==> src/rtl/blk_tx_dma_pkg.sv <==
package blk_tx_dma_pkg;
  typedef enum logic [1:0] {
    SEQ_IDLE,
    SEQ_REQ,
    SEQ_WAIT,
    SEQ_SEND
  } seq_state_e;

  localparam int unsigned REG_PTR_IDX = 0;
  localparam int unsigned REG_LEN_IDX = 1;
endpackage

==> src/rtl/blk_tx_dma_regs.sv <==
module blk_tx_dma_regs
  import blk_tx_dma_pkg::*;
#(
  parameter int unsigned ADDR_W = 16,
  parameter int unsigned CNT_W  = 10,
  parameter int unsigned REG_DW = 16,
  parameter int unsigned REG_AW = 2
) (
  input  logic              clk_i,
  input  logic              rst_ni,
  input  logic [REG_AW-1:0] reg_addr_i,
  input  logic              reg_wr_i,
  input  logic [REG_DW-1:0] reg_wdata_i,
  output logic [REG_DW-1:0] reg_rdata_o,
  input  logic              word_done_i,
  output logic [ADDR_W-1:0] ptr_o,
  output logic              start_o,
  output logic              last_o,
  output logic              busy_o,
  output logic              done_o
);
  localparam logic [CNT_W-1:0] CNT_MAX = '1;

  logic [ADDR_W-1:0] ptr_q;
  logic [CNT_W-1:0]  cnt_q;
  logic              busy_q, done_q;
  logic              sel_ptr, sel_len;

  assign sel_ptr = (reg_addr_i == REG_AW'(REG_PTR_IDX));
  assign sel_len = (reg_addr_i == REG_AW'(REG_LEN_IDX));
  assign start_o = reg_wr_i && sel_len && !busy_q;
  assign last_o  = (cnt_q == '0);

  always_ff @(posedge clk_i or negedge rst_ni) begin
    if (!rst_ni) begin
      ptr_q <= '0;
    end else if (reg_wr_i && sel_ptr) begin
      ptr_q <= reg_wdata_i[ADDR_W-1:0];
    end
  end

  always_ff @(posedge clk_i or negedge rst_ni) begin
    if (!rst_ni) begin
      cnt_q  <= '0;
      busy_q <= 1'b0;
      done_q <= 1'b0;
    end else begin
      done_q <= 1'b0;
      if (start_o) begin
        cnt_q  <= reg_wdata_i[CNT_W-1:0];  // reserved upper bits dropped
        busy_q <= 1'b1;
      end else if (word_done_i && busy_q) begin
        if (last_o) begin
          cnt_q  <= CNT_MAX;
          busy_q <= 1'b0;
          done_q <= 1'b1;
        end else begin
          cnt_q <= cnt_q - 1'b1;
        end
      end
    end
  end

  always_comb begin
    reg_rdata_o = '0;
    if (sel_ptr) reg_rdata_o[ADDR_W-1:0] = ptr_q;
    else if (sel_len) reg_rdata_o[CNT_W-1:0] = cnt_q;
  end

  assign ptr_o  = ptr_q;
  assign busy_o = busy_q;
  assign done_o = done_q;


  wrap_on_last_chk: assert property (@(posedge clk_i) disable iff (!rst_ni)
    (word_done_i && busy_q && cnt_q == '0) |=> (cnt_q == CNT_MAX && !busy_q && done_o));

  done_single_chk: assert property (@(posedge clk_i) disable iff (!rst_ni)
    done_o |=> !done_o);

  len_hold_chk: assert property (@(posedge clk_i) disable iff (!rst_ni)
    (busy_q && !word_done_i) |=> $stable(cnt_q));

  busy_fall_chk: assert property (@(posedge clk_i) disable iff (!rst_ni)
    $fell(busy_q) |-> done_o);
endmodule

==> src/rtl/blk_tx_dma_seq.sv <==
module blk_tx_dma_seq
  import blk_tx_dma_pkg::*;
#(
  parameter int unsigned ADDR_W = 16,
  parameter int unsigned DATA_W = 16
) (
  input  logic              clk_i,
  input  logic              rst_ni,
  input  logic              start_i,
  input  logic [ADDR_W-1:0] ptr_i,
  input  logic              last_i,
  input  logic              word_done_i,
  output logic              mem_req_o,
  output logic [ADDR_W-1:0] mem_addr_o,
  output logic              load_o
);
  localparam logic [ADDR_W-1:0] ADDR_STEP = ADDR_W'(DATA_W / 8);

  seq_state_e        st_q;
  logic [ADDR_W-1:0] addr_q;

  always_ff @(posedge clk_i or negedge rst_ni) begin
    if (!rst_ni) begin
      st_q   <= SEQ_IDLE;
      addr_q <= '0;
    end else begin
      unique case (st_q)
        SEQ_IDLE: if (start_i) begin
          addr_q <= ptr_i;
          st_q   <= SEQ_REQ;
        end
        SEQ_REQ:  st_q <= SEQ_WAIT;
        SEQ_WAIT: st_q <= SEQ_SEND;
        SEQ_SEND: if (word_done_i) begin
          addr_q <= addr_q + ADDR_STEP;
          st_q   <= last_i ? SEQ_IDLE : SEQ_REQ;
        end
        default:  st_q <= SEQ_IDLE;
      endcase
    end
  end

  assign mem_req_o  = (st_q == SEQ_REQ);
  assign mem_addr_o = addr_q;
  assign load_o     = (st_q == SEQ_WAIT);


  one_outstanding_chk: assert property (@(posedge clk_i) disable iff (!rst_ni)
    mem_req_o |=> !mem_req_o);

  start_idle_chk: assert property (@(posedge clk_i) disable iff (!rst_ni)
    start_i |-> (st_q == SEQ_IDLE));

  first_addr_chk: assert property (@(posedge clk_i) disable iff (!rst_ni)
    start_i |=> (mem_req_o && mem_addr_o == $past(ptr_i)));
endmodule

==> src/rtl/blk_tx_dma_ser.sv <==
module blk_tx_dma_ser #(
  parameter int unsigned DATA_W = 16,
  parameter int unsigned BYTE_W = 8
) (
  input  logic              clk_i,
  input  logic              rst_ni,
  input  logic              load_i,
  input  logic [DATA_W-1:0] data_i,
  output logic [BYTE_W-1:0] tx_data_o,
  output logic              tx_valid_o,
  input  logic              tx_ready_i,
  output logic              word_done_o
);
  localparam int unsigned NB = DATA_W / BYTE_W;
  localparam int unsigned IW = (NB > 1) ? $clog2(NB) : 1;
  localparam logic [IW-1:0] IDX_LAST = IW'(NB - 1);

  logic [DATA_W-1:0] word_q;
  logic [IW-1:0]     idx_q;
  logic              vld_q;
  logic [BYTE_W-1:0] lane [NB];
  logic              fire;

  for (genvar g = 0; g < NB; g++) begin : g_lane
    assign lane[g] = word_q[g*BYTE_W +: BYTE_W];
  end

  assign fire = vld_q && tx_ready_i;

  always_ff @(posedge clk_i or negedge rst_ni) begin
    if (!rst_ni) begin
      word_q <= '0;
      idx_q  <= '0;
      vld_q  <= 1'b0;
    end else if (load_i) begin
      word_q <= data_i;
      idx_q  <= '0;
      vld_q  <= 1'b1;
    end else if (fire) begin
      if (idx_q == IDX_LAST) begin
        idx_q <= '0;
        vld_q <= 1'b0;
      end else begin
        idx_q <= idx_q + 1'b1;
      end
    end
  end

  assign tx_data_o   = lane[idx_q];  // low lane first
  assign tx_valid_o  = vld_q;
  assign word_done_o = fire && (idx_q == IDX_LAST);


  stall_hold_chk: assert property (@(posedge clk_i) disable iff (!rst_ni)
    (vld_q && !tx_ready_i) |=> (vld_q && $stable(tx_data_o)));

  no_overwrite_chk: assert property (@(posedge clk_i) disable iff (!rst_ni)
    load_i |-> !vld_q);
endmodule

==> src/rtl/blk_tx_dma.sv <==
module blk_tx_dma #(
  parameter int unsigned ADDR_W = 16,
  parameter int unsigned DATA_W = 16,
  parameter int unsigned CNT_W  = 10,
  parameter int unsigned REG_DW = 16,
  parameter int unsigned REG_AW = 2
) (
  input  logic              clk_i,
  input  logic              rst_ni,
  input  logic [REG_AW-1:0] reg_addr_i,
  input  logic              reg_wr_i,
  input  logic [REG_DW-1:0] reg_wdata_i,
  output logic [REG_DW-1:0] reg_rdata_o,
  output logic              mem_req_o,
  output logic [ADDR_W-1:0] mem_addr_o,
  input  logic [DATA_W-1:0] mem_rdata_i,
  output logic [7:0]        tx_data_o,
  output logic              tx_valid_o,
  input  logic              tx_ready_i,
  output logic              busy_o,
  output logic              done_o
);
  logic [ADDR_W-1:0] ptr;
  logic start, last, word_done, load;

  blk_tx_dma_regs #(
    .ADDR_W(ADDR_W), .CNT_W(CNT_W), .REG_DW(REG_DW), .REG_AW(REG_AW)
  ) u_regs (
    .clk_i, .rst_ni, .reg_addr_i, .reg_wr_i, .reg_wdata_i, .reg_rdata_o,
    .word_done_i(word_done), .ptr_o(ptr), .start_o(start), .last_o(last),
    .busy_o, .done_o
  );

  blk_tx_dma_seq #(.ADDR_W(ADDR_W), .DATA_W(DATA_W)) u_seq (
    .clk_i, .rst_ni, .start_i(start), .ptr_i(ptr), .last_i(last),
    .word_done_i(word_done), .mem_req_o, .mem_addr_o, .load_o(load)
  );

  blk_tx_dma_ser #(.DATA_W(DATA_W), .BYTE_W(8)) u_ser (
    .clk_i, .rst_ni, .load_i(load), .data_i(mem_rdata_i), .tx_data_o,
    .tx_valid_o, .tx_ready_i, .word_done_o(word_done)
  );
endmodule

==> config.mk <==
export PLATFORM = sky130hd
export DESIGN_NAME = blk_tx_dma
export DESIGN_NICKNAME = d
export VERILOG_FILES = /design/src/rtl/blk_tx_dma_pkg.sv /design/src/rtl/blk_tx_dma_regs.sv /design/src/rtl/blk_tx_dma_seq.sv /design/src/rtl/blk_tx_dma_ser.sv /design/src/rtl/blk_tx_dma.sv
export SDC_FILE = /design/constraint.sdc
export NUM_CORES = 1
export LEC_CHECK = 0
export ABC_AREA = 0
export BUFFER_PORTS_ARGS = -buffer_cell sky130_fd_sc_hd__buf_4
export CORE_ASPECT_RATIO = 1.4
export CORE_MARGIN = 2
export CORE_UTILIZATION = 54
export CTS_CLUSTER_DIAMETER = 100
export DETAILED_ROUTE_END_ITERATION = 8
export GPL_ROUTABILITY_DRIVEN = 0
export HOLD_SLACK_MARGIN = 0.02
export PLACE_DENSITY = 0.86
export SLEW_MARGIN = 20
export SYNTH_ARGS = -nofsm -noshare
export SYNTH_HDL_FRONTEND = slang
export SYNTH_SLANG_ARGS = --single-unit
==> constraint.sdc <==
create_clock -name clk_i -period 2.3 [get_ports clk_i]
set_input_delay 0.23 -clock clk_i [delete_from_list [all_inputs] [get_ports clk_i]]
set_output_delay 0.23 -clock clk_i [all_outputs]
set_load 0.05 [all_outputs]
Word level (Yosys, flattened, before mapping)
Index checks and enable logic that the tools add are counted.
- $add $sub $neg: 3
- order comparisons: 1
- eq/ne operators: 6
- multiplexer cells: 28
- bitwise operators: 1
- reductions and logical operators: 19
- operators with widths (operator ; count):
    $mux W10 ; 5
    $mux W16 ; 2
    $pmux W16 S2 ; 1
    $mux W8 ; 3
    $add A16 B2 Y16 const B ; 1
    $mux W1 ; 13
    $logic_not A10 Y1 ; 1
    $reduce_bool A2 Y1 ; 5
    $sub A10 B1 Y10 const B ; 1
    $pmux W2 S4 ; 1
    $logic_and A1 B1 Y1 ; 6
    $mux W6 ; 1
    $reduce_and A2 Y1 ; 3
    $eq A2 B1 Y1 const B ; 2
    $eq A2 B2 Y1 const B ; 2
    $logic_not A2 Y1 ; 2
    $mux W2 ; 2
    $ne A2 B2 Y1 const B ; 2
    $reduce_and A3 Y1 ; 1
    $ge A2 B2 Y1 const B ; 1
    $not A1 Y2 ; 1
    $add A1 B1 Y1 const B ; 1
    $logic_not A1 Y1 ; 1
- register bits: 64
- input bits: 38
- output and inout bits: 44

Depth between registers and ports, before layout
Gate-level depths: netlist of the first run.
- word-level depth: 5
- depth in mapped cells: 8
- gate-level depth less buffers: 6

By module
A second synthesis of the first run with hierarchy kept.
- cells, all modules: 333
- area, all modules: 3592.2 um2
- by module, submodules not included (module ; instances ; cells an instance ; area an instance (um2) ; seq. area each (um2)):
    blk_tx_dma_regs ; 1 ; 143 ; 1542.7 ; 700.7
    blk_tx_dma_seq ; 1 ; 139 ; 1221.2 ; 450.4
    blk_tx_dma_ser ; 1 ; 51 ; 828.3 ; 450.4

Least setup slack after synthesis of the first run
OpenSTA, ideal clock, no wires.
- path kind: register -> register
- start point: register u_seq.addr_q[1] (netlist: u_seq.mem_addr_o[1])
- end point: register u_seq.addr_q[13] (netlist: u_seq.mem_addr_o[13])
- arrival: 1.965 ns
- data required time: 2.174 ns
- slack: 0.209 ns
- stages on the path, launching flop included: 6
- buffers on the path: 0
- clock period less this slack: 2.091 ns
- cell sequence: dfrtp_1 > ha_1 > nand4_1 > nor3_1 > mux2_2 > a221o_1
- cells in the longest elaborated chain, start to end: 3
- ends and longest elaborated chain (element ; line ; text):
    start, declared ; blk_tx_dma_seq.sv:20 ; logic [ADDR_W-1:0] addr_q;
    start signal, assigned ; blk_tx_dma_seq.sv:29 ; addr_q <= ptr_i;
    start signal, assigned ; blk_tx_dma_seq.sv:35 ; addr_q <= addr_q + ADDR_STEP;
    $add A16 B2 Y16 ; blk_tx_dma_seq.sv:35 ;
    $mux W16 ; blk_tx_dma_seq.sv:34 ; SEQ_SEND: if (word_done_i) begin
    $pmux W16 S2 ; blk_tx_dma_seq.sv:27 ; unique case (st_q)
Every way passes these cells. The select of a mux whose other input is x is not followed.
A chain may end at the register's enable or synchronous reset.

Worst setup path in the final report of the first run
- start point: register u_regs.cnt_q[0]
- end point: register u_regs.cnt_q[2]
- cells in the longest elaborated chain, start to end: 4
- elaborated cells on any way between the ends: 5
- those cells by class: 1 x add/sub; 3 x mux; 1 x reduce/logical
- ends and longest elaborated chain (element ; line ; text):
    start, declared ; blk_tx_dma_regs.sv:25 ; logic [CNT_W-1:0] cnt_q;
    start signal, assigned ; blk_tx_dma_regs.sv:50 ; cnt_q <= reg_wdata_i[CNT_W-1:0];
    start signal, assigned ; blk_tx_dma_regs.sv:58 ; cnt_q <= cnt_q - 1'b1;
    $sub A10 B1 Y10 / $logic_not A10 Y1 (equally long branches) ; blk_tx_dma_regs.sv:58, blk_tx_dma_regs.sv:32 ;
    $mux W10 * ; blk_tx_dma_regs.sv:53 ; if (last_o) begin
    $mux W10 * ; blk_tx_dma_regs.sv:52 ; end else if (word_done_i && busy_q) begin
    $mux W10 * ; blk_tx_dma_regs.sv:49 ; if (start_o) begin
Mark *: on every way between the ends. The rest lies on a longest branch, timed or not. The select of a mux whose other input is x is not followed.

==> summary.md, run 1 <==
| Metric | Value |
|---|---|
| DP HPWL | `6.909 mm` |
| Most frequent cell after synthesis | `dfrtp_1` |
| Port Buffers | `81` |
| RSZ-0062 raised after global routing | `false` |
| Seq. cell area | `1602 µm²` |
| First-pass GRT wire length | `16.35 mm` |
| Synth top area cells | `dfrtp_1 44%, mux2_2 13%, mux2i_1 3.3%, nand2_1 3.0%, nor2_1 3.0%` |
| Most frequent cells after synthesis | `64 x dfrtp_1, 41 x mux2_2, 29 x nand2_1, 29 x nor2_1, 21 x o21ai_0` |
| Core Footprint | `6569 µm²` |
| Max Clock Skew | `0.004993 ns` |
| Setup WS post-layout | `0.2801 ns` |
| Initial DRC Count | `345` |
| Row count | `35` |
| Crit-path max cell delay | `0.47 ns` |
| Post-synthesis sequential area ratio | `44.03%` |
| Area of placed instances | `4313 µm²` |
| Most used routing layer in global routing | `met2` |
| Root Buffer | `clkbuf_8` |
| Initial Util | `55.37%` |
| Antenna Nets Post-Route | `0` |
| Total Power | `7.019 mW` |
| Slew Viols, Final | `0` |
| Fin crit period | `2.020 ns` |
| Clock Pin Slew Worst Setup and Hold Paths | `0.08 ns` |
| Syn avg cell area | `10.10 µm²` |
| Hold endpoint | `u_regs.ptr_o[14]$_DFFE_PN0P_` |
| Via count | `3284` |
| Max-cap violations | `0` |
| Buf/Inv on CP | `1` |
| PD cells | `1541 nW/µm²` |
| Crit path DAT | `2.28 ns` |
| VDD IR max | `1156 µV` |
| Cell breakdown of the critical path | `inv_1 -> ha_1 -> nor2b_1 -> nand3_1 -> mux2_2 -> o21ai_0` |
| Final cycle utilization of the critical path | `87.82%` |
| Main combinational cell family by area after synthesis | `simple AND/OR/NAND/NOR gates` |
| Share of cells above drive strength 1 | `36.32%` |
| Top-area cell type share of the netlist area | `44.03%` |
| Worst R2R Path Depth | `6` |
| DRC viols | `0` |
| Post-Synth XOR/XNOR Area | `0.2408%` |
| Worst Hold Class | `in2reg` |
| Met2 usage | `49.48%` |
| Post-Route WL | `9.910 mm` |
| Die width | `73.36 µm` |
| Post-synthesis mux area share | `16.00%` |
| Synthesis warning total | `0` |
| Routed len/inst | `19.06 µm` |
| I/O pin cnt | `82` |
| Final core utilization | `69.33%` |
| ANT cells | `0` |
| M1 GR Usage | `33.57%` |
| Critical path endpoint category | `flip-flop` |
| Hold Crit Start | `reg_wdata_i[14]` |
| Placed insts | `503` |
| Post-Synth Simple-Gate Area | `16.99%` |
| Ys flop type | `dfrtp_1` |
| Critical Path Fanout Max | `12` |
| Chip height | `101.1 µm` |
| CTS H-tree depth | `3` |
| Worst skew pair latency | `0.35 ns` |
| R2R Path Start | `u_regs.cnt_q[0]$_DFFE_PN0P_` |
| Total Neg Setup Slack | `0 ns` |
| Max Buffers Root-to-Sink | `2` |
| Mapped Area | `3637 µm²` |
| Gr usage total | `29.09%` |
| #FFs+latches synth | `64` |
| Post-synth ARST share | `100.0%` |
| Run status | `completed` |
| Post-synthesis adder-cell area fraction | `2.752%` |
| CTS tree | `built` |
| Syn Inst Count | `360` |
| Die area | `7417 µm²` |
| EDFF count, synth | `0` |
| Largest delay contributor family on the critical path | `simple AND/OR/NAND/NOR gates` |
| Num CTS Buffers | `9` |
| R2r setup slk | `0.28 ns` |
| Actual slew at the worst max-slew pin | `0.7986 ns` |
| Met3 Track Usage GR | `7.700%` |
| CP Class | `reg2reg` |
| Multi-input gate area | `1883 µm²` |
| P&R area growth vs syn | `25.22%` |
| Vias in the first global route | `3313` |
| Pre-CTS setup slack | `0.2005 ns` |
| Final Instance Area | `4554 µm²` |
| Final hold violation count | `0` |
| Crit start category | `flip-flop` |
| Worst r2r dst | `u_regs.cnt_q[2]$_DFFE_PN0P_` |
| Synth Area in Compound Gates | `15.65%` |
| Final-report setup violation count | `0` |
| Worst path required time | `2.56 ns` |
| Total gr overflow | `0` |
| Setup bufs post-CTS | `0` |
| Initial antenna violation count | `0` |
| Slowest-stage cell, CP | `dfrtp_1` |
| Via density | `6.315` |
| Worst hold path cell count | `3` |
| Fmax | `0.4951 GHz` |
| Final Non-Filler Cells | `520` |
| Leakage power | `2.036 nW` |
| Post-synth cell types | `54` |
| Final worst hold slack | `0.08299 ns` |
| Nets | `487` |
| First-pass detailed-route iteration total | `6` |
| Synth Net Count | `406` |
| Clock sink count | `64` |
| Slew Limit Headroom | `46.76%` |
| Largest net degree at the start of global routing | `65` |
| Cell taking the most area after synthesis | `dfrtp_1` |
| Filler Cells Inserted | `485` |
## tightest hold or removal path, cell delays in order
cell and delay (ns):
buf_4 0.08, nand2_1 0.03, o21ai_0 0.05
## report_power, final
| group | total (mW) | switching (mW) | internal [mW] |
|---|---|---|---|
| sequential | 2.10 | 0.518 | 1.58 |
| combinational | 3.81 | 2.40 | 1.41 |
| clock | 1.11 | 0.488 | 0.621 |
## kinds of logic after synthesis
family / Yosys count
and+or+nand+nor: 118
AOI/OAI and AO/OA: 83
DFF: 64
muxes: 53
buffers and inverters: 33
adders and majority gates: 8
xor gates and xnor gates: 1
## what timing repair did
item,in CTS,in global routing
setup endpoints to repair,0,2
hold buffers,1,0
resized for setup,0,2
endpoints found under the hold margin,64,0
## cell type report
class                      instances  share of cell area, %
timing repair buffer              93                  15.66
multi-input combinational        263                  41.35
clock buffer                       9                  2.720
clock inverter                     7                  2.253
tap                               74                  2.033
sequential                        64                  35.16
inverter                          10                 0.8242
## cell usage in the layout (no fill, tap or decap), types with 4 or more instances in the layout
master,instances
nor4_1,4
mux2i_1,12
mux2_2,41
nand2_1,29
and4_1,4
and2_1,6
inv_1,9
nor3_1,13
clkbuf_8,9
o22ai_1,6
o21ai_0,21
nand3_1,13
buf_4,91
nand4_1,4
a31oi_1,10
nor2_1,29
a21o_1,4
dfrtp_1,64
ha_1,6
a21oi_1,15
## flip-flops by register name, summed over array words and instances, names as in the netlist, 2 cells and up
name              cells
u_seq.st_q            2
u_ser.word_q         16
u_regs.ptr_o         16
u_seq.mem_addr_o     16
u_regs.cnt_q         10
## worst max-delay path by stage
stage	startpoint	end	cells past startpoint
finish	u_regs.cnt_q[0]$_DFFE_PN0P_	u_regs.cnt_q[2]$_DFFE_PN0P_	6
CTS	u_seq.st_q[0]$_DFFE_PN0P_	u_seq.mem_addr_o[2]$_DFFE_PN0P_	6
global route	u_regs.cnt_q[0]$_DFFE_PN0P_	u_regs.cnt_q[4]$_DFFE_PN0P_	6
detailed placement	u_seq.st_q[0]$_DFFE_PN0P_	u_seq.mem_addr_o[2]$_DFFE_PN0P_	6
floorplan	u_seq.mem_addr_o[1]$_DFFE_PN0P_	u_seq.mem_addr_o[13]$_DFFE_PN0P_	5
global placement	u_seq.st_q[0]$_DFFE_PN0P_	u_seq.mem_addr_o[2]$_DFFE_PN0P_	6
## routing by layer
| layer | part of all wire [%] | vias up |
|---|---|---|
| met3 | 6.2 | 35 |
| met1 | 36 | 1592 |
| met4 | 4.0 | 0 |
| met5 | 0 | - |
| li1 | - | 1505 |
| met2 | 53 | 152 |
No activity file was read; power rests on OpenSTA's default activity.
==> run 2, diff against run 1 <==
- CORE_MARGIN: 2 -> 3
- SETUP_SLACK_MARGIN: default -> 0.02
==> summary.md, run 2 (synthesis results as in run 1) <==
| Metric | Value |
|---|---|
| Run status | `completed` |
| Worst path required time | `2.54 ns (-0.02 ns)` |
| Fmax | `0.5080 GHz (+2.6%)` |
| Final-report setup violation count | `0 (unchanged)` |
| Chip height | `103.1 µm (+2.0%)` |
| Gr usage total | `26.81% (-2.3 points)` |
| P&R area growth vs syn | `23.32%` |
| Setup bufs post-CTS | `0 (unchanged)` |
| Leakage power | `2.014 nW (-1.1%)` |
| Post-Route WL | `9.738 mm (-1.7%)` |
| Crit start category | `flip-flop` |
| Final Non-Filler Cells | `517 (-0.58%)` |
| Worst skew pair latency | `0.36 ns (about the same)` |
| Vias in the first global route | `3188 (-3.8%)` |
| Critical Path Fanout Max | `5 (-7)` |
| Total Power | `6.748 mW (-3.9%)` |
| Max Clock Skew | `0.008969 ns (+0.003975 ns)` |
| First-pass GRT wire length | `15.85 mm (-3.0%)` |
| Final cycle utilization of the critical path | `85.58% (-2.2 points)` |
| Worst Hold Class | `in2reg` |
| Die width | `75.36 µm (+2.7%)` |
| Initial antenna violation count | `0 (unchanged)` |
| Die area | `7770 µm² (+4.8%)` |
| I/O pin cnt | `82 (unchanged)` |
| Buf/Inv on CP | `0 (-1)` |
| Critical path endpoint category | `flip-flop` |
| Via density | `6.304 (-0.19%)` |
| Worst hold path cell count | `3 (unchanged)` |
| Fin crit period | `1.968 ns (-0.05155 ns)` |
| Clock Pin Slew Worst Setup and Hold Paths | `0.08 ns (about the same)` |
| VDD IR max | `1032 µV (-11%)` |
| Largest delay contributor family on the critical path | `simple AND/OR/NAND/NOR gates` |
| Commonest non-fill, non-tap cell in the layout | `buf_4` |
| Antenna Nets Post-Route | `0 (unchanged)` |
| Nets | `486 (-0.21%)` |
| CTS H-tree depth | `3 (unchanged)` |
| PD cells | `1504 nW/µm² (-2.4%)` |
| Actual slew at the worst max-slew pin | `0.7917 ns (-0.006926 ns)` |
| Slowest-stage cell, CP | `dfrtp_1` |
| Total Neg Setup Slack | `0 ns (unchanged)` |
| RSZ-0062 raised after global routing | `false` |
| Crit path DAT | `2.21 ns (-0.07 ns)` |
| Final hold violation count | `0 (unchanged)` |
| Share of cells above drive strength 1 | `35.73% (-0.59 points)` |
| Slew Limit Headroom | `47.22% (+0.46 points)` |
| Total gr overflow | `0 (unchanged)` |
| Crit-path max cell delay | `0.41 ns (-0.06 ns)` |
| CP Class | `reg2reg` |
| Port Buffers | `81 (unchanged)` |
| Initial DRC Count | `220 (-36%)` |
| Most frequent cells in the layout | `90 x buf_4, 64 x dfrtp_1, 41 x mux2_2, 29 x nor2_1, 29 x nand2_1` |
| Crit. path cell count | `5 (-1)` |
| Num CTS Buffers | `9 (unchanged)` |
| Slew Viols, Final | `0 (unchanged)` |
| Placed insts | `500 (-0.60%)` |
| Via count | `3259 (-0.76%)` |
| Max Buffers Root-to-Sink | `2 (unchanged)` |
| Core Footprint | `6381 µm² (-2.9%)` |
| Root Buffer | `clkbuf_8` |
| CTS tree | `built` |
| Clock sink count | `64 (unchanged)` |
| Initial Util | `57.00% (+1.6 points)` |
| First-pass detailed-route iteration total | `5 (-1)` |
| Routed len/inst | `18.84 µm (-1.2%)` |
| DP HPWL | `7.082 mm (+2.5%)` |
| Worst R2R Path Depth | `5 (-1)` |
| ANT cells | `0 (unchanged)` |
| DRC viols | `0 (unchanged)` |
| Filler Cells Inserted | `462 (-4.7%)` |
| Cell breakdown of the critical path | `ha_1 -> nand4_1 -> nor3_1 -> mux2_2 -> a221o_1` |
| Largest net degree at the start of global routing | `65 (unchanged)` |
| Row count | `34 (-2.9%)` |
| Max-cap violations | `0 (unchanged)` |
-- run 2: cell count changes in the layout (fill, tap and decap cells not counted) --
| cell | delta |
|---|---|
| clkinv_4 | +1 |
| ha_1 | +2 |
| ha_2 | -2 |
| inv_6 | -2 |
| bufinv_16 | -2 |
| buf_4 | -1 |
| clkinv_2 | +3 |
-- run 2: what timing repair did --
item,CTS,global route
hold endpoints to repair,64,0
hold buffers,1,0
gates resized for setup,0,0
setup endpoints to repair,0,0
-- run 2: final cells by class --
| cell class | instances | area, µm² | area share [%] |
|---|---|---|---|
| clock buffers | 9 | 123.9 | 2.762 |
| well taps | 72 | 90.09 | 2.008 |
| clock inverters | 7 | 48.80 | 1.088 |
| inverters | 10 | 37.54 | 0.8368 |
| multi-input cells | 263 | 1878 | 41.87 |
| repair buffers | 92 | 705.7 | 15.73 |
| flip-flops and latches | 64 | 1602 | 35.70 |
-- run 2: metal layers --
metal / share of wire, % / vias to the layer above / GRT usage (%)
met5: 0 / - / 0
met4: 2.5 / 0 / 10.77
met3: 6.7 / 26 / 5.951
met2: 53 / 150 / 45.71
met1: 38 / 1593 / 32.31
li1: - / 1490 / -
-- run 2: final timing paths --
path                                                       from                               end  slack, ns
worst max register to register  u_seq.mem_addr_o[1]$_DFFE_PN0P_  u_seq.mem_addr_o[13]$_DFFE_PN0P_       0.33
max in group asynchronous                                rst_ni       u_regs.cnt_q[2]$_DFFE_PN0P_       1.27
worst max-delay path            u_seq.mem_addr_o[1]$_DFFE_PN0P_  u_seq.mem_addr_o[13]$_DFFE_PN0P_       0.33
worst min-delay path                            reg_wdata_i[12]      u_regs.ptr_o[12]$_DFFE_PN0P_       0.08
worst min register to register     u_ser.word_q[14]$_DFFE_PN0P_      u_ser.word_q[14]$_DFFE_PN0P_       0.51
min in group asynchronous                                rst_ni       u_ser.word_q[8]$_DFFE_PN0P_       0.50
-- run 2: where the power goes --
part / internal (mW) / switching (mW) / leakage, nW
Combinational: 1.41 / 2.40 / 1.17
Clock: 0.389 / 0.469 / 0.0889
Sequential: 1.58 / 0.503 / 0.759
Total: 3.38 / 3.37 / 2.01
-- run 2: worst reg2reg max path: stages (launching register included) --
cell and delay, ns:
dfrtp_1 0.41, ha_1 0.25, nand4_1 0.26, nor3_1 0.28
mux2_2 0.36, a221o_1 0.29
-- run 2: stage by stage --
step | setup slack, ns | hold slack [ns] | util, % | instance area, µm²
detailed placement | 0.3748 | 0.3623 | 67.43 | 4303
global route | 0.2261 | 0.08894 | 70.29 | 4486
global placement | 0.4724 | 0.3617 | 67.43 | 4303
CTS | 0.3638 | 0.06857 | 70.29 | 4486
floorplan | 0.2090 | -0.06559 | - | 3637
finish | 0.3317 | 0.07544 | 70.29 | 4486
==> run 3, diff against run 2 <==
- SYNTH_HIERARCHICAL: default -> 1
==> summary.md, run 3 <==
| Metric | Value |
|---|---|
| Worst R2R Path Depth | `7 (+2)` |
| Worst hold path cell count | `2 (-1)` |
| #FFs+latches synth | `64 (unchanged)` |
| Pre-CTS setup slack | `0.3742 ns (-0.0006830 ns)` |
| Die width | `74.93 µm (-0.57%)` |
| Area of placed instances | `4233 µm² (-1.6%)` |
| Initial antenna violation count | `0 (unchanged)` |
| EDFF count, synth | `0 (unchanged)` |
| Post-Route WL | `8.524 mm (-12%)` |
| Total gr overflow | `0 (unchanged)` |
| Die area | `7681 µm² (-1.1%)` |
| Ys flop type | `dfrtp_1` |
| Post-synth ARST share | `100.0% (unchanged)` |
| First-pass detailed-route iteration total | `5 (unchanged)` |
| Final hold violation count | `0 (unchanged)` |
| Root Buffer | `clkbuf_8` |
| Final-report setup violation count | `0 (unchanged)` |
| Via density | `5.980 (-5.1%)` |
| RSZ-0062 raised after global routing | `false` |
| Worst Hold Class | `in2reg` |
| Critical path endpoint category | `flip-flop` |
| Most frequent cell after synthesis | `dfrtp_1` |
| I/O pin cnt | `82 (unchanged)` |
| Port Buffers | `81 (unchanged)` |
| Top-area cell type share of the netlist area | `44.58% (+0.55 points)` |
| Most frequent cells in the layout | `91 x buf_4, 64 x dfrtp_1, 21 x a21oi_1, 20 x nor2_1, 18 x nand2_1` |
| Largest net degree at the start of global routing | `65 (unchanged)` |
| Final Non-Filler Cells | `493 (-4.6%)` |
| Fmax | `0.5045 GHz (-0.69%)` |
| Final Instance Area | `4397 µm² (-2.0%)` |
| Crit start category | `flip-flop` |
| Gr usage total | `23.17% (-3.6 points)` |
| Commonest non-fill, non-tap cell in the layout | `buf_4` |
| DRC viols | `0 (unchanged)` |
| Worst skew pair latency | `0.34 ns (-0.02 ns)` |
| Max Clock Skew | `0.01157 ns (+0.002598 ns)` |
| Clock sink count | `64 (unchanged)` |
| DP HPWL | `6.195 mm (-13%)` |
| Nets | `462 (-4.9%)` |
| CTS tree | `built` |
| PD cells | `1480 nW/µm² (-1.6%)` |
| Leakage power | `1.986 nW (-1.4%)` |
| Final cycle utilization of the critical path | `86.17% (+0.59 points)` |
| Crit path DAT | `2.24 ns (+0.03 ns)` |
| Num CTS Buffers | `9 (unchanged)` |
| Row count | `34 (unchanged)` |
| Mapped Area | `3592 µm² (-1.2%)` |
| Max-cap violations | `0 (unchanged)` |
| Placed insts | `477 (-4.6%)` |
| Fin crit period | `1.982 ns (+0.01362 ns)` |
| Syn Inst Count | `333 (-7.5%)` |
| CTS H-tree depth | `3 (unchanged)` |
| Total Neg Setup Slack | `0 ns (unchanged)` |
| Post-synthesis sequential area ratio | `44.58% (+0.55 points)` |
| Actual slew at the worst max-slew pin | `0.8100 ns (+0.01827 ns)` |
| Post-synth cell types | `66 (+22%)` |
| Slew Viols, Final | `0 (unchanged)` |
| Synth top area cells | `dfrtp_1 45%, mux2_1 5.0%, mux2_2 5.0%, mux2i_1 4.2%, mux2_4 3.3%` |
| First-pass GRT wire length | `13.57 mm (-14%)` |
| Worst path required time | `2.55 ns (about the same)` |
| Run status | `completed` |
| Via count | `2948 (-9.5%)` |
| Vias in the first global route | `2922 (-8.3%)` |
| Share of cells above drive strength 1 | `33.97% (-1.8 points)` |
| P&R area growth vs syn | `22.40%` |
| Critical Path Fanout Max | `12 (+7)` |
| Antenna Nets Post-Route | `0 (unchanged)` |
| Max Buffers Root-to-Sink | `2 (unchanged)` |
| Chip height | `102.5 µm (-0.58%)` |
| Routed len/inst | `17.29 µm (-8.2%)` |
| Slew Limit Headroom | `46.00% (-1.2 points)` |
| Synth Net Count | `378 (-6.9%)` |
| Most frequent cells after synthesis | `64 x dfrtp_1, 21 x a21oi_1, 20 x nor2_1` |
| Core Footprint | `6339 µm² (-0.67%)` |
| Cell taking the most area after synthesis | `dfrtp_1` |
| Setup bufs post-CTS | `0 (unchanged)` |
| Clock Pin Slew Worst Setup and Hold Paths | `0.07 ns (about the same)` |
| ANT cells | `0 (unchanged)` |
| CP Class | `reg2reg` |
| VDD IR max | `935.0 µV (-9.4%)` |
| Initial Util | `56.67% (-0.33 points)` |
| Setup WS post-layout | `0.3180 ns (-0.01362 ns)` |
| Initial DRC Count | `346 (+57%)` |
| Syn avg cell area | `10.79 µm² (+6.8%)` |
| Synthesis warning total | `6 (+6)` |
-- run 3: cell types whose count changed in the layout (fill, tap and decap cells not counted), sizes merged, moves of 3 or more --
cell,previous run,this run
a21oi,15,21
nor2,30,21
nor3,14,4
mux2i,12,15
a31oi,10,3
nand2b,0,4
nand2,29,18
clkinv,7,4
o21ai,21,17
o22a,0,3
and3,3,6
and2,6,9
-- run 3: cells by family (layout without fill, tap and decap cells) --
family / after synthesis / after routing / synth area share [%]
AND/OR/NAND/NOR: 95 / 95 / 15.01
AO/OA/AOI/OAI: 82 / 82 / 15.29
flip-flops: 64 / 64 / 44.58
multiplexers: 55 / 55 / 17.55
buffers and inverters: 28 / 116 / 4.632
adder cells (fa/ha/maj): 7 / 7 / 2.438
XOR/XNOR: 2 / 2 / 0.4877
-- run 3: final timing paths --
kind	startpoint	to	slack, ns
max in group asynchronous	rst_ni	u_ser/word_q[4]$_DFFE_PN0P_	1.24
worst max-delay path	u_seq/st_q[0]$_DFFE_PN0P_	u_seq/mem_addr_o[6]$_DFFE_PN0P_	0.32
worst min register to register	u_ser/word_q[5]$_DFFE_PN0P_	u_ser/word_q[5]$_DFFE_PN0P_	0.51
worst min-delay path	reg_wdata_i[10]	u_regs/ptr_o[10]$_DFFE_PN0P_	0.10
worst max register to register	u_seq/st_q[0]$_DFFE_PN0P_	u_seq/mem_addr_o[6]$_DFFE_PN0P_	0.32
min in group asynchronous	rst_ni	u_regs/done_o$_DFF_PN0_	0.51
-- run 3: critical path, stage by stage (launching register included) --
cell,delay (ns)
dfrtp_1,0.43
inv_1,0.12
ha_1,0.32
or2_1,0.16
and3_1,0.31
buf_4,0.24
o21ai_0,0.11
a2bb2oi_1,0.20
-- run 3: stage by stage --
step	power, mW	utilization [%]	hold WS (ns)
2_1_floorplan	4.771	-	-0.06559
3_3_place_gp	5.590	66.78	0.3716
3_5_place_dp	5.705	66.78	0.3673
4_1_cts	6.513	69.36	0.09477
5_1_grt	6.885	69.36	0.1148
6_report	6.509	69.36	0.1041
-- run 3: where the power goes --
part | internal (mW) | leakage (nW) | switching (mW)
combinational | 1.40 | 1.14 | 2.24
sequential | 1.59 | 0.764 | 0.495
clock | 0.380 | 0.0789 | 0.409
total | 3.37 | 1.99 | 3.14
-- run 3: area by class of cell --
class / count / area (µm²)
Clock buffer: 11 / 131.4
Fill cell: 460 / 1942
Tap cell: 72 / 90.09
Inverter: 9 / 33.78
Clock inverter: 4 / 22.52
Timing Repair Buffer: 92 / 693.2
Sequential cell: 64 / 1602
Multi-Input combinational cell: 241 / 1824
-- run 3: repair_timing --
item,4_1_cts,5_1_grt
endpoints found under the hold margin,64,0
gates resized for setup,0,0
hold buffers,1,0
-- run 3: routing by layer --
| metal | GRT usage [%] | wire (µm) | vias to the layer above |
|---|---|---|---|
| li1 | - | - | 1395 |
| met1 | 27.49 | 3274 | 1408 |
| met2 | 38.86 | 4446 | 124 |
| met3 | 3.610 | 534 | 21 |
| met4 | 13.84 | 269 | 0 |
| met5 | 0 | 0 | - |
